**src/rtl/fir_pkg.sv**
```systemverilog
package fir_pkg;

  typedef enum logic [1:0] {
    ST_SWEEP = 2'd0,
    ST_IDLE  = 2'd1,
    ST_MAC   = 2'd2,
    ST_DONE  = 2'd3
  } fir_state_e;

endpackage

```
**src/rtl/fir_dpram.sv**
```systemverilog
module fir_dpram #(
  parameter int W     = 16,
  parameter int DEPTH = 8,
  localparam int AW   = $clog2(DEPTH)
) (
  input  logic          clk,
  input  logic          we,
  input  logic [AW-1:0] waddr,
  input  logic [W-1:0]  wdata,
  input  logic [AW-1:0] raddr,
  output logic [W-1:0]  rdata
);

  logic [W-1:0] mem [DEPTH];

  // write-first: a read of the location being written returns the new word
  always_ff @(posedge clk) begin
    if (we) mem[waddr] <= wdata;
    if (we && (waddr == raddr)) rdata <= wdata;
    else                        rdata <= mem[raddr];
  end

endmodule

```
**src/rtl/fir_csa_mac.sv**
```systemverilog
module fir_csa_mac #(
  parameter int A_W   = 16,
  parameter int B_W   = 16,
  parameter int ACC_W = 35
) (
  input  logic signed [A_W-1:0]   mul_a,
  input  logic signed [B_W-1:0]   mul_b,
  input  logic signed [ACC_W-1:0] addend,
  output logic signed [ACC_W-1:0] result
);

  logic [ACC_W-1:0] a_ext;
  logic [ACC_W-1:0] pp  [B_W];
  logic [ACC_W-1:0] sv  [B_W+1];
  logic [ACC_W-1:0] cv  [B_W+1];

  assign a_ext = ACC_W'(mul_a);

  // partial products; the sign bit of b carries negative weight,
  // so its row is inverted and the +1 enters through the first carry vector
  for (genvar i = 0; i < B_W; i++) begin : g_pp
    if (i < B_W - 1) begin : g_pos
      assign pp[i] = mul_b[i] ? (a_ext << i) : '0;
    end else begin : g_neg
      assign pp[i] = mul_b[i] ? ~(a_ext << i) : '0;
    end
  end

  assign sv[0] = addend;
  assign cv[0] = ACC_W'(mul_b[B_W-1]);

  // chain of 3:2 compressors: running sum + running carry + one row per stage
  for (genvar j = 0; j < B_W; j++) begin : g_csa
    assign sv[j+1] = sv[j] ^ cv[j] ^ pp[j];
    assign cv[j+1] = ((sv[j] & cv[j]) | (sv[j] & pp[j]) | (cv[j] & pp[j])) << 1;
  end

  assign result = sv[B_W] + cv[B_W];

endmodule

```
**src/rtl/fir_round_sat.sv**
```systemverilog
module fir_round_sat #(
  parameter int IN_W  = 35,
  parameter int OUT_W = 16,
  parameter int FRAC  = 15
) (
  input  logic signed [IN_W-1:0]  acc_i,
  output logic signed [OUT_W-1:0] y_o
);

  localparam int EW = IN_W + 1;
  localparam logic signed [EW-1:0] HALF = EW'(1) << (FRAC - 1);
  localparam logic signed [EW-1:0] MAXV = EW'((64'sd1 <<< (OUT_W - 1)) - 64'sd1);
  localparam logic signed [EW-1:0] MINV = ~MAXV;

  logic signed [EW-1:0] biased;
  logic signed [EW-1:0] shifted;

  always_comb begin
    biased  = $signed({acc_i[IN_W-1], acc_i}) + HALF;
    shifted = biased >>> FRAC;
    if (shifted > MAXV)      y_o = MAXV[OUT_W-1:0];
    else if (shifted < MINV) y_o = MINV[OUT_W-1:0];
    else                     y_o = shifted[OUT_W-1:0];
  end

endmodule

```
**src/rtl/fir_mac_engine.sv**
```systemverilog
module fir_mac_engine
  import fir_pkg::*;
#(
  parameter int DATA_W = 16,
  parameter int TAPS   = 8,
  parameter int FRAC   = DATA_W - 1,
  localparam int AW    = $clog2(TAPS)
) (
  input  logic              clk,
  input  logic              rst,
  input  logic              in_valid,
  input  logic [DATA_W-1:0] in_data,
  output logic              in_ready,
  output logic              out_valid,
  output logic [DATA_W-1:0] out_data,
  input  logic              coef_we,
  input  logic [AW-1:0]     coef_addr,
  input  logic [DATA_W-1:0] coef_data
);

  localparam int ACC_W = 2 * DATA_W + AW;
  localparam logic [AW-1:0] LAST = AW'(TAPS - 1);

  if (TAPS < 2 || (1 << AW) != TAPS) begin : g_bad_taps
    $error("TAPS must be a power of two of at least 2");
  end

  fir_state_e state;
  logic [AW-1:0] sweep_idx, wr_ptr, rd_ptr, cf_ptr, tap;
  logic signed [ACC_W-1:0] acc, mac_c, mac_r;
  logic signed [DATA_W-1:0] rs_y;
  logic [DATA_W-1:0] smp_q, cof_q;
  logic accept, sweeping;

  logic              smp_we;
  logic [AW-1:0]     smp_wa, smp_ra;
  logic [DATA_W-1:0] smp_wd;
  logic              cof_we;
  logic [AW-1:0]     cof_wa, cof_ra;
  logic [DATA_W-1:0] cof_wd;

  assign in_ready = (state == ST_IDLE);
  assign accept   = in_valid & in_ready;
  assign sweeping = (state == ST_SWEEP);

  // sample history: written at wr_ptr, read backwards from newest
  assign smp_we = sweeping | accept;
  assign smp_wa = sweeping ? sweep_idx : wr_ptr;
  assign smp_wd = sweeping ? '0 : in_data;
  assign smp_ra = (state == ST_MAC) ? rd_ptr : wr_ptr;

  // coefficients: writable only when idle, read forwards from tap 0
  assign cof_we = sweeping | (in_ready & coef_we);
  assign cof_wa = sweeping ? sweep_idx : coef_addr;
  assign cof_wd = sweeping ? '0 : coef_data;
  assign cof_ra = (state == ST_MAC) ? cf_ptr : '0;

  fir_dpram #(.W(DATA_W), .DEPTH(TAPS)) i_smp_ram (
    .clk   (clk),
    .we    (smp_we),
    .waddr (smp_wa),
    .wdata (smp_wd),
    .raddr (smp_ra),
    .rdata (smp_q)
  );

  fir_dpram #(.W(DATA_W), .DEPTH(TAPS)) i_cof_ram (
    .clk   (clk),
    .we    (cof_we),
    .waddr (cof_wa),
    .wdata (cof_wd),
    .raddr (cof_ra),
    .rdata (cof_q)
  );

  assign mac_c = (tap == '0) ? '0 : acc;

  fir_csa_mac #(.A_W(DATA_W), .B_W(DATA_W), .ACC_W(ACC_W)) i_mac (
    .mul_a  ($signed(smp_q)),
    .mul_b  ($signed(cof_q)),
    .addend (mac_c),
    .result (mac_r)
  );

  fir_round_sat #(.IN_W(ACC_W), .OUT_W(DATA_W), .FRAC(FRAC)) i_rsat (
    .acc_i (acc),
    .y_o   (rs_y)
  );

  always_ff @(posedge clk) begin
    if (rst) begin
      state     <= ST_SWEEP;
      sweep_idx <= '0;
      wr_ptr    <= '0;
      rd_ptr    <= '0;
      cf_ptr    <= '0;
      tap       <= '0;
      acc       <= '0;
      out_valid <= 1'b0;
      out_data  <= '0;
    end else begin
      out_valid <= 1'b0;
      case (state)
        ST_SWEEP: begin
          sweep_idx <= sweep_idx + AW'(1);
          if (sweep_idx == LAST) state <= ST_IDLE;
        end
        ST_IDLE: begin
          if (accept) begin
            wr_ptr <= wr_ptr + AW'(1);
            rd_ptr <= wr_ptr - AW'(1);
            cf_ptr <= AW'(1);
            tap    <= '0;
            state  <= ST_MAC;
          end
        end
        ST_MAC: begin
          acc    <= mac_r;
          rd_ptr <= rd_ptr - AW'(1);
          cf_ptr <= cf_ptr + AW'(1);
          tap    <= tap + AW'(1);
          if (tap == LAST) state <= ST_DONE;
        end
        default: begin
          out_data  <= rs_y;
          out_valid <= 1'b1;
          state     <= ST_IDLE;
        end
      endcase
    end
  end

  // independent behavioural product used only by the checks below
  logic signed [ACC_W-1:0] chk_ref;
  assign chk_ref = ACC_W'($signed(smp_q) * $signed(cof_q)) + mac_c;


  sweep_len_chk: assert property (@(posedge clk) disable iff (rst)
    (sweeping && sweep_idx == LAST) |=> in_ready);


  out_pulse_chk: assert property (@(posedge clk) disable iff (rst)
    out_valid |=> !out_valid);


  busy_after_accept_chk: assert property (@(posedge clk) disable iff (rst)
    accept |=> !in_ready);


  ready_at_result_chk: assert property (@(posedge clk) disable iff (rst)
    out_valid |-> in_ready);


  csa_product_chk: assert property (@(posedge clk) disable iff (rst)
    (state == ST_MAC) |=> (acc == $past(chk_ref)));

endmodule

```
**config.mk**
```make
export PLATFORM = sky130hd
export DESIGN_NAME = fir_mac_engine
export DESIGN_NICKNAME = d
export VERILOG_FILES = /design/src/rtl/fir_pkg.sv /design/src/rtl/fir_dpram.sv /design/src/rtl/fir_csa_mac.sv /design/src/rtl/fir_round_sat.sv /design/src/rtl/fir_mac_engine.sv
export SDC_FILE = /design/constraint.sdc
export NUM_CORES = 1
export LEC_CHECK = 0
export BUFFER_PORTS_ARGS = -buffer_cell sky130_fd_sc_hd__buf_2
export CAP_MARGIN = 20
export CORE_AREA = 2 2 204 206
export CTS_CLUSTER_DIAMETER = 100
export DETAILED_ROUTE_END_ITERATION = 7
export DIE_AREA = 0 0 206 208
export PLACE_DENSITY = 0.89
export SYNTH_ARGS = -nofsm -noshare
export SYNTH_HDL_FRONTEND = slang
export SYNTH_HIERARCHICAL = 1
export SYNTH_SLANG_ARGS = --single-unit
```
**constraint.sdc**
```tcl
create_clock -name clk -period 21.2 [get_ports clk]
set_input_delay 0 -clock clk [delete_from_list [all_inputs] [get_ports clk]]
set_output_delay 0 -clock clk [all_outputs]
set_load 0.05 [all_outputs]
```
* Word-level counts from Yosys, hierarchy flattened *
Memories as Yosys holds them, arrays and structs flattened. A register that Yosys moved wholly into a read port is not among the register bits.
Index checks and enable logic that the tools add are counted.

storage, ports and cells
  flip-flop bits (word level) = 69
  memories kept = 2
  input bits = 39
  bits in read-only memories = 0
  word-level logic and storage cells = 192
  memory bits (writable) = 256
  bits in latches = 0

memory list
  memory         depth  width  read ports  clocked after memory_dff  write ports  line             source
  i_cof_ram.mem  8      16     1           1                         1            fir_dpram.sv:14  logic [W-1:0] mem [DEPTH];
  i_smp_ram.mem  8      16     1           1                         1            fir_dpram.sv:14

cells by class
  bitwise logic cells = 117
  divide/modulo/power cells = 0
  magnitude comparators = 2
  shifts and indexed selects = 0
  equal/unequal tests = 7
  $mul = 0
  reduce and logical (&&, ||, !) cells = 7
  add/sub/neg operators = 8
  multiplexer cells = 40

operators by type and width
  operator                count
  $and 34x34->34          46
  $or 34x34->34           32
  $xor 35x35->35          31
  $mux 35                 17
  $mux 16                 4
  $add 35x16->36 const B  1
  $add 35x35->35          1
  $not 35->35             1
  $xor 35x1->35           1
  $and 1x34->34           1
  $and 34x1->34           1
  $gt 21x16->1 const B    1
  $lt 21x16->1 const B    1
  $mux 3                  7
  $pmux 3 s2              3
  $add 3x1->3 const B     4
  $eq 3x3->1 const B      2
  $mux 2                  3
  $ne 2x1->1 const B      3
  $pmux 2 s3              1
  $sub 3x1->3 const B     2
  $mux 1                  5
  $reduce_and 2->1        2
  $logic_not 3->1         1
  other kinds (8)         10

* Depth between registers and ports, before layout *
Gate-level depths: netlist of run 1.

  word-level depth = 51
  gate-level depth with buffers = 40
  gate-level depth less buffers = 36

* Modules after synthesis *
Netlist of run 1, hierarchy kept.

modules (own cells, without submodules)
  module          times used  seq. area each (µm²)  area an instance (µm²)  cells an instance
  fir_csa_mac     1           0.0                   12180.4                 1173
  fir_dpram       2           3903.7                5033.6                  201
  fir_mac_engine  1           1381.3                3243.1                  361
  fir_round_sat   1           0.0                   620.6                   81

* Least setup slack after synthesis of run 1 *
Ideal clock, no wire load.

  kind = flip-flop to flip-flop
  start point = register with a tool-made name
  end point = register acc[34]
  buffers on the path = 5
  data required time = 21072 ps
  path slack = 9318 ps
  arrival time = 11754 ps
  cell stages (with the launch flop) = 41
  cells stage by stage = dfxtp_1 buf_6 buf_6 mux4_2 mux2_2 clkbuf_1 clkbuf_1 and2_1 ha_1 inv_1 fa_1 inv_1 fa_1 fa_1 inv_1 fa_1 fa_1 fa_1 [... 5 more ...] fa_1 fa_1 fa_1 fa_1 inv_1 ha_1 buf_6 a21o_1 a31oi_1 o211ai_1 and4b_1 o31ai_1 or4_1 a31o_1 a21oi_2 xnor2_1 mux2i_1 nor2_1

RTL lines
  what                    line                   source
  end signal: assignment  fir_mac_engine.sv:118  acc <= mac_r;
  end: declaration        fir_mac_engine.sv:30   logic signed [ACC_W-1:0] acc, mac_c, mac_r;

==> impl_results.md, run 1 <==
- Setup Viol. Count Final: 0
- WL per Instance: between 20 and 25 microns
- Hold slack: around 110 ps
- Cell area after synthesis: 0.0261 sq mm
- Buffers & Inverters on Critical Path: 4
- Setup CP Type: reg2reg
- DRC viols: 0
- Simple-Gate Fraction of Synth Area: under 10%
- Via-per-instance ratio: ~6.3
- Core Region: 0.0406 sq mm
- Layout cells sized above 1: 9.71%
- Multi-input gate area: between 0.015 and 0.02 sq mm
- Initial core utilization: 64.4%
- CP top delay family: adder cells
- Slew Limit Fails: 0
- Placer Congestion: slightly above 0.9
- Most frequent cells in the layout: 392 x fa_1, 262 x nand2_1, 256 x edfxtp_1
- Yosys warns: 6
- Syn Inst Count: ~2000
- Total track usage: 30.8%
- First-pass DRT Iterations: 7
- Cell variety after synth: 64
- Overflow after GRT: 0
- Max_slew headroom: a little under a quarter
- Clock tree buffer depth: 3
- IO buf count: 56
- Slowest stage delay, CP: 810 ps
- Synth Area in XOR/XNOR: approximately 2.7%
- Worst R2R Setup Slack: around 8000 ps
- Post-Synth Adder-Cell Area: 34.7%
- Largest family of logic cells by synthesized area: adder cells
- Fin crit share: just over 60%
- CP Max Fanout: 32
- Crit path required time: around 22000 ps
- Vias in the first global route: 18567
- Critical-path top delay cell: nand2_1
- Multiplexer share of the synthesized area: 9.91%
- Count of final hold-check violations: 0
- H-tree levels: 2
- Startpoint types: register
- Reg clk slew, reported paths: 60 ps
- Most common flop cell mapped by yosys: edfxtp_1
- Largest net degree at the start of global routing: 70
- Clock Latency Late Sink: 580 ps
- Register-to-Register Path Depth: 34
- WL final: 62500 microns
- Layout area overhead: 8.76%
- Commonest non-fill, non-tap cell in the layout: fa_1
- Endpoint, Worst Hold: acc[13]
- Setup TNS Final: 0 ps
- Initial drt markers: 1733
- Crit path capture type: register
- Antenna violations before repair: 1
- Clock Sinks: 331
- Root buf cell: clkbuf_16
- Worst-margin pin slew: roughly 1100 ps
- Critical Path AT: 13570 ps
- TritonCTS clock tree: built
- Period minus WS final: 13170 ps
- Post-CTS setup buffer count: 0
- Dpl cell area: 0.0268 sq mm
- Mapped Nets: ~2500
- Number of nets in the layout: 2603
- Fin Clk Skew: 33.4 ps
- Die area: 0.0428 sq mm
- Reg2reg end: acc[34]
- Post-synth EDFFs: 256
- Num CTS Buffers: 36
- Seq/Total Area, Yosys: between 30% and 40%
- Hold Path Depth: 3
- RSZ-0062 raised after global routing: false
- Post-synth ARST share: 0%
- Status: completed
- Register Area: 0.00919 sq mm
- Fillers: 2485
- Worst hold start: rst
- Die width: 206 microns
- DP Wirelength: 43100 microns
- Design area: 0.0284 sq mm
- Compound-Gate Fraction of Synth Area: under 10%
- Syn Area/Cell: 12.9 sq um
- Fmax: 75.9 MHz
- Die Y: approximately 210 microns
- Post-route ant nets: 0
- Site row count: 74
- Min-Delay Path Class: in2reg
- Max-cap violations: 0
- I/O pin cnt: 57
- CP dominant cell by count: fa_1
- Global-route wire length before repair: 100000 microns
- Post-cts resize count: 0
- FF+latch count, synth: approximately 330
- Vias: 16579
==> timing repair <==
action,in CTS,in global routing
endpoints found under the hold margin,259,0
hold buffers,33,0
setup endpoints to repair,0,0
==> per-layer routing <==
| metal | wire length (microns) | up-vias | global-route usage [%] |
|---|---|---|---|
| met5 | 0 | - | 0 |
| met4 | 2890 | 0 | 14.4 |
| met3 | 5480 | 258 | 6.11 |
| met2 | 31500 | 936 | 51.3 |
| met1 | 22600 | 8514 | 39.2 |
| li1 | - | 6871 | - |
==> logic make-up after synthesis <==
logic type                 Yosys count
muxes                              153
and+or+nand+nor                    542
AOI/OAI and AO/OA                  139
buffers and inverters              284
xor gates and xnor gates            80
adders and majority gates          488
DFF                                331
==> worst max-delay path by stage <==
stage / from / to / slack, ps / cells past startpoint
floorplan: register / acc[34] / 9320 / 40
global placement: register / acc[34] / 8780 / 36
detailed placement: register / acc[34] / 8310 / 34
CTS: register / acc[34] / 8240 / 36
global route: register / acc[34] / 7630 / 34
finish: register / acc[34] / 8030 / 34
==> cells in the mapped netlist (3+ instances only) <==
master / n / area share [%]
nand2b_1: 25 / 0.60
a21o_1: 13 / 0.37
xor2_1: 19 / 0.64
nand4_1: 8 / 0.19
nor3_1: 10 / 0.19
buf_2: 5 / 0.096
a21oi_2: 12 / 0.40
mux2i_1: 56 / 2.1
inv_1: 193 / 2.8
o21ai_0: 23 / 0.44
ha_1: 96 / 4.6
nor2b_1: 40 / 0.96
mux4_2: 8 / 0.69
o211ai_1: 3 / 0.086
o21a_1: 7 / 0.20
clkbuf_1: 63 / 0.91
nand3_1: 13 / 0.25
fa_1: 392 / 30
a211oi_1: 10 / 0.29
buf_6: 10 / 0.43
clkbuf_2: 3 / 0.057
a22oi_1: 4 / 0.12
nand2_1: 262 / 3.8
a21oi_1: 38 / 0.73
dfxtp_1: 75 / 5.8
buf_1: 8 / 0.12
o21ai_1: 11 / 0.21
xnor2_1: 61 / 2.0
edfxtp_1: 256 / 29
o21bai_1: 4 / 0.12
mux4_1: 56 / 5.6
and2_1: 60 / 1.4
mux2_2: 32 / 1.4
nor2_1: 103 / 1.5
==> cell type report <==
class | count | area share [%]
multi-input cells | 1402 | 55.7
inverters | 193 | 2.55
flip-flops and latches | 331 | 32.4
repair buffers | 112 | 2.83
well taps | 532 | 2.34
diodes | 1 | 0.00881
clock inverters | 19 | 0.912
clock buffers | 44 | 3.31
==> state kept, by name, indices dropped and copies added, names as in the netlist, 16 cells and up, named ones only <==
register,cells
i_cof_ram/mem,128
i_smp_ram/mem,128
acc,35
out_data,16
==> worst reg2reg max path, delay by kind of cell, from the launching register on <==
kind | cells | cell delay (ps)
compound gates | 6 | 1100
flops | 1 | 360
buf+inv | 4 | 880
xor+xnor | 1 | 80
simple gates | 4 | 1660
mux | 3 | 1230
fa+ha+maj | 16 | 7710
==> metrics by stage <==
step           worst slack, ps  util (%)  cells
2_1_floorplan             9320         -   2017
3_3_place_gp              8780      66.2   2535
3_5_place_dp              8310      66.2   2535
4_1_cts                   8240      69.9   2631
5_1_grt                   7630      70.0   2634
6_report                  8030      70.0   2634
Power of run 1 is not shown: default switching activity piles up to over one toggle a cycle in this logic, so the estimate is an artifact.
==> run 2: changes to the inputs <==
ABC_AREA = 1   (was default)
CORE_AREA = 2 2 213 215   (was 2 2 204 206)
DIE_AREA = 0 0 215 217   (was 0 0 206 208)
PLACE_DENSITY = 0.88   (was 0.89)
clock period = 13.1 ns   (was 21.2 ns; I/O delays follow)
==> run 2 against run 1 <==
Sequential cell count unchanged. Clock-buffer cell count down 2. Critical path type unchanged. Via count grew 29%. Clock skew is 26 ps higher. First-iteration DRC count rose by 14%. Area after synthesis increased by 9.0%. Synthesized cell count grew 58%. Cell count up 47%. Sequential share of layout area decreased by 2.3 points. Die area up 8.9%. Routed wire length increased by 7.2%. Critical endpoint is now acc[22]. Global-route usage decreased by 0.65 points.
==> impl_results.md, run 2 <==
- Hold Path Depth: 6 (+3)
- Synth Area in XOR/XNOR: 1.17% (-1.5 points)
- Largest net degree at the start of global routing: 73 (+4.3%)
- Largest registers: i_cof_ram/mem x128, i_smp_ram/mem x128, acc x35
- Site row count: 78 (+5.4%)
- WL final: 67000 microns (+7.2%)
- Placer Congestion: 0.945 (+1.7%)
- FF+latch count, synth: 331 (unchanged)
- Worst hold start: coef_addr[1]
- Die Y: 217 microns (+4.3%)
- Min-Delay Path Class: in2reg
- Post-synth ARST share: 0% (unchanged)
- Worst R2R Setup Slack: 1170 ps (-6860 ps)
- Post-route ant nets: 0 (unchanged)
- TritonCTS clock tree: built
- Compound-Gate Fraction of Synth Area: 3.86% (+0.37 points)
- Global-route wire length before repair: 112000 microns (+12%)
- Critical Path AT: 12410 ps (-1160 ps)
- Multiplexer share of the synthesized area: 0% (-9.9 points)
- IO buf count: 56 (unchanged)
- DP Wirelength: 46200 microns (+7.3%)
- Number of nets in the layout: 3769 (+45%)
- Total track usage: 30.2% (-0.65 points)
- Simple-Gate Fraction of Synth Area: 19.8% (+10 points)
- Die width: 215 microns (+4.4%)
- Syn Area/Cell: 8.91 sq um (-31%)
- Initial drt markers: 1976 (+14%)
- Period minus WS final: 11930 ps (-1240 ps)
- Hold slack: 258 ps (+149 ps)
- CP dominant cell by count: fa_1
- Setup Viol. Count Final: 0 (unchanged)
- First-pass DRT Iterations: 5 (-2)
- Setup TNS Final: 0 ps (unchanged)
- CP Max Fanout: 44 (+38%)
- Synth area leader: fa_1
- Dominant cells by area after synthesis: fa_1 28%, edfxtp_1 27%, nand2_1 12%
- Most frequent cells in the layout: 928 x nand2_1, 631 x inv_1, 392 x fa_1
- Layout area overhead: 7.59%
- H-tree levels: 2 (unchanged)
- Vias in the first global route: 22598 (+22%)
- Overflow after GRT: 0 (unchanged)
- ANT cells: 0 (-1)
- RSZ-0062 raised after global routing: false
- Critical-path top delay cell: dfxtp_2
- Fmax: 83.8 MHz (+10%)
- Slowest stage delay, CP: 600 ps (-210 ps)
- Mapped Nets: 3722 (+46%)
- Cell area after synthesis: 0.0285 sq mm (+9.0%)
- Startpoint types: register
- Num CTS Buffers: 36 (unchanged)
- Most common cell in the netlist: nand2_1
- Antenna violations before repair: 0 (-1)
- DRC viols: 0 (unchanged)
- Core Region: 0.0447 sq mm (+10%)
- Initial core utilization: 63.7% (-0.72 points)
- Vias: 21359 (+29%)
- Post-synth EDFFs: 256 (unchanged)
- Root buf cell: clkbuf_16
- Yosys warns: 6 (unchanged)
- Most common flop cell mapped by yosys: edfxtp_1
- Largest family of logic cells by synthesized area: adder cells
- Leading cell types by count after synthesis: 928 x nand2_1, 631 x inv_1, 392 x fa_1
- Endpoint, Worst Hold: i_cof_ram/mem[6][3]
- Commonest non-fill, non-tap cell in the layout: nand2_1
- Seq/Total Area, Yosys: 32.3% (-2.9 points)
- Slew Limit Fails: 0 (unchanged)
- Crit path capture type: register
- Cell variety after synth: 50 (-22%)
- Max-cap violations: 0 (unchanged)
- Clock tree buffer depth: 3 (unchanged)
- Crit path required time: 13580 ps (-8030 ps)
- Synth top area share: 27.6% (-2.5 points)
- Clock Latency Late Sink: 600 ps (+20 ps)
- Fin crit share: 91.0% (+29 points)
- Layout cells sized above 1: 6.70% (-3.0 points)
- Fin Clk Skew: 59.1 ps (+25.7 ps)
- Die area: 0.0467 sq mm (+8.9%)
- WL per Instance: 17.3 microns (-27%)
- Max_slew headroom: 28.4% (+4.9 points)
- Via-per-instance ratio: 5.52 (-12%)
- Register-to-Register Path Depth: 36 (+5.9%)
- Post-Synth Adder-Cell Area: 31.8% (-2.9 points)
- Reg2reg end: acc[22]
- Status: completed
- Clock Sinks: 331 (unchanged)
- Worst-margin pin slew: 1070 ps (-63.2 ps)
- Setup CP Type: reg2reg
- Syn Inst Count: 3195 (+58%)
- Count of final hold-check violations: 0 (unchanged)
- Reg clk slew, reported paths: 60 ps (about the same)
- I/O pin cnt: 57 (unchanged)
run 2: cell types whose count changed after synthesis, sizes merged, moves of 40 or more:
cell,previous run,this run
mux4,64,0
and2,60,1
mux2i,56,0
inv,193,644
nor2,103,205
xnor2,61,11
nand3,14,185
nand2,262,946
nor2b,40,0
o21ai,34,88
buf,25,83
run 2: critical path: cells and delay by family (launching register included):
kind	cells	cell delay (ps)
simple gates	7	1130
fa+ha+maj	17	7970
flops	1	600
xor+xnor	1	200
buf+inv	6	890
compound gates	5	980
run 2: cells by family (layout without fill, tap and decap cells):
kind of cell               count (synthesis)  in the layout
and+or+nand+nor                         1372           1372
buffers and inverters                    766            840
adders and majority gates                488            488
DFF                                      331            331
AOI/OAI and AO/OA                        200            200
xor gates and xnor gates                  38             38
run 2: layer usage:
metal,vias up,global-route usage (%),wire [microns]
li1,9745,-,-
met1,10380,37.9,25400
met2,1019,52.2,33300
met3,215,4.29,5240
met4,0,14.3,3110
met5,-,0,0
run 2: timing repair:
item / 4_1_cts / 5_1_grt
buffers inserted: 0 / 0
endpoints found under the setup margin: 0 / 0
hold endpoints to repair: 268 / 0
hold buffers: 34 / 0
gates resized for setup: 0 / 0
run 2: metrics by stage:
step                      instances  utilization, %  setup slack (ps)  instance area (sq um)
final                          3869            68.5              1170                  30600
after global routing           3869            68.5               569                  30600
after CTS                      3869            68.5              1240                  30600
after detailed placement       3770            65.0              1440                  29100
after global placement         3770            65.0              1560                  29100
after floorplan                3195               -              2540                  28500
run 2: cell type report:
| class | count | area [sq um] |
|---|---|---|
| clock buffer | 42 | 933 |
| clock inverter | 23 | 273 |
| fill | 3269 | 14100 |
| inverter | 645 | 2430 |
| multi-input combinational | 2098 | 16100 |
| sequential | 331 | 9190 |
| tap | 600 | 751 |
| timing repair buffer | 130 | 921 |
run 2: worst max path at each step:
stage / end / cells past startpoint / slack (ps) / startpoint
6_report: acc[22] / 36 / 1170 / register
3_3_place_gp: acc[22] / 36 / 1560 / register
4_1_cts: acc[34] / 36 / 1240 / register
3_5_place_dp: acc[22] / 36 / 1440 / register
5_1_grt: acc[34] / 38 / 570 / register
2_1_floorplan: acc[34] / 45 / 2540 / register
Power of run 2 is left out for the same reason.
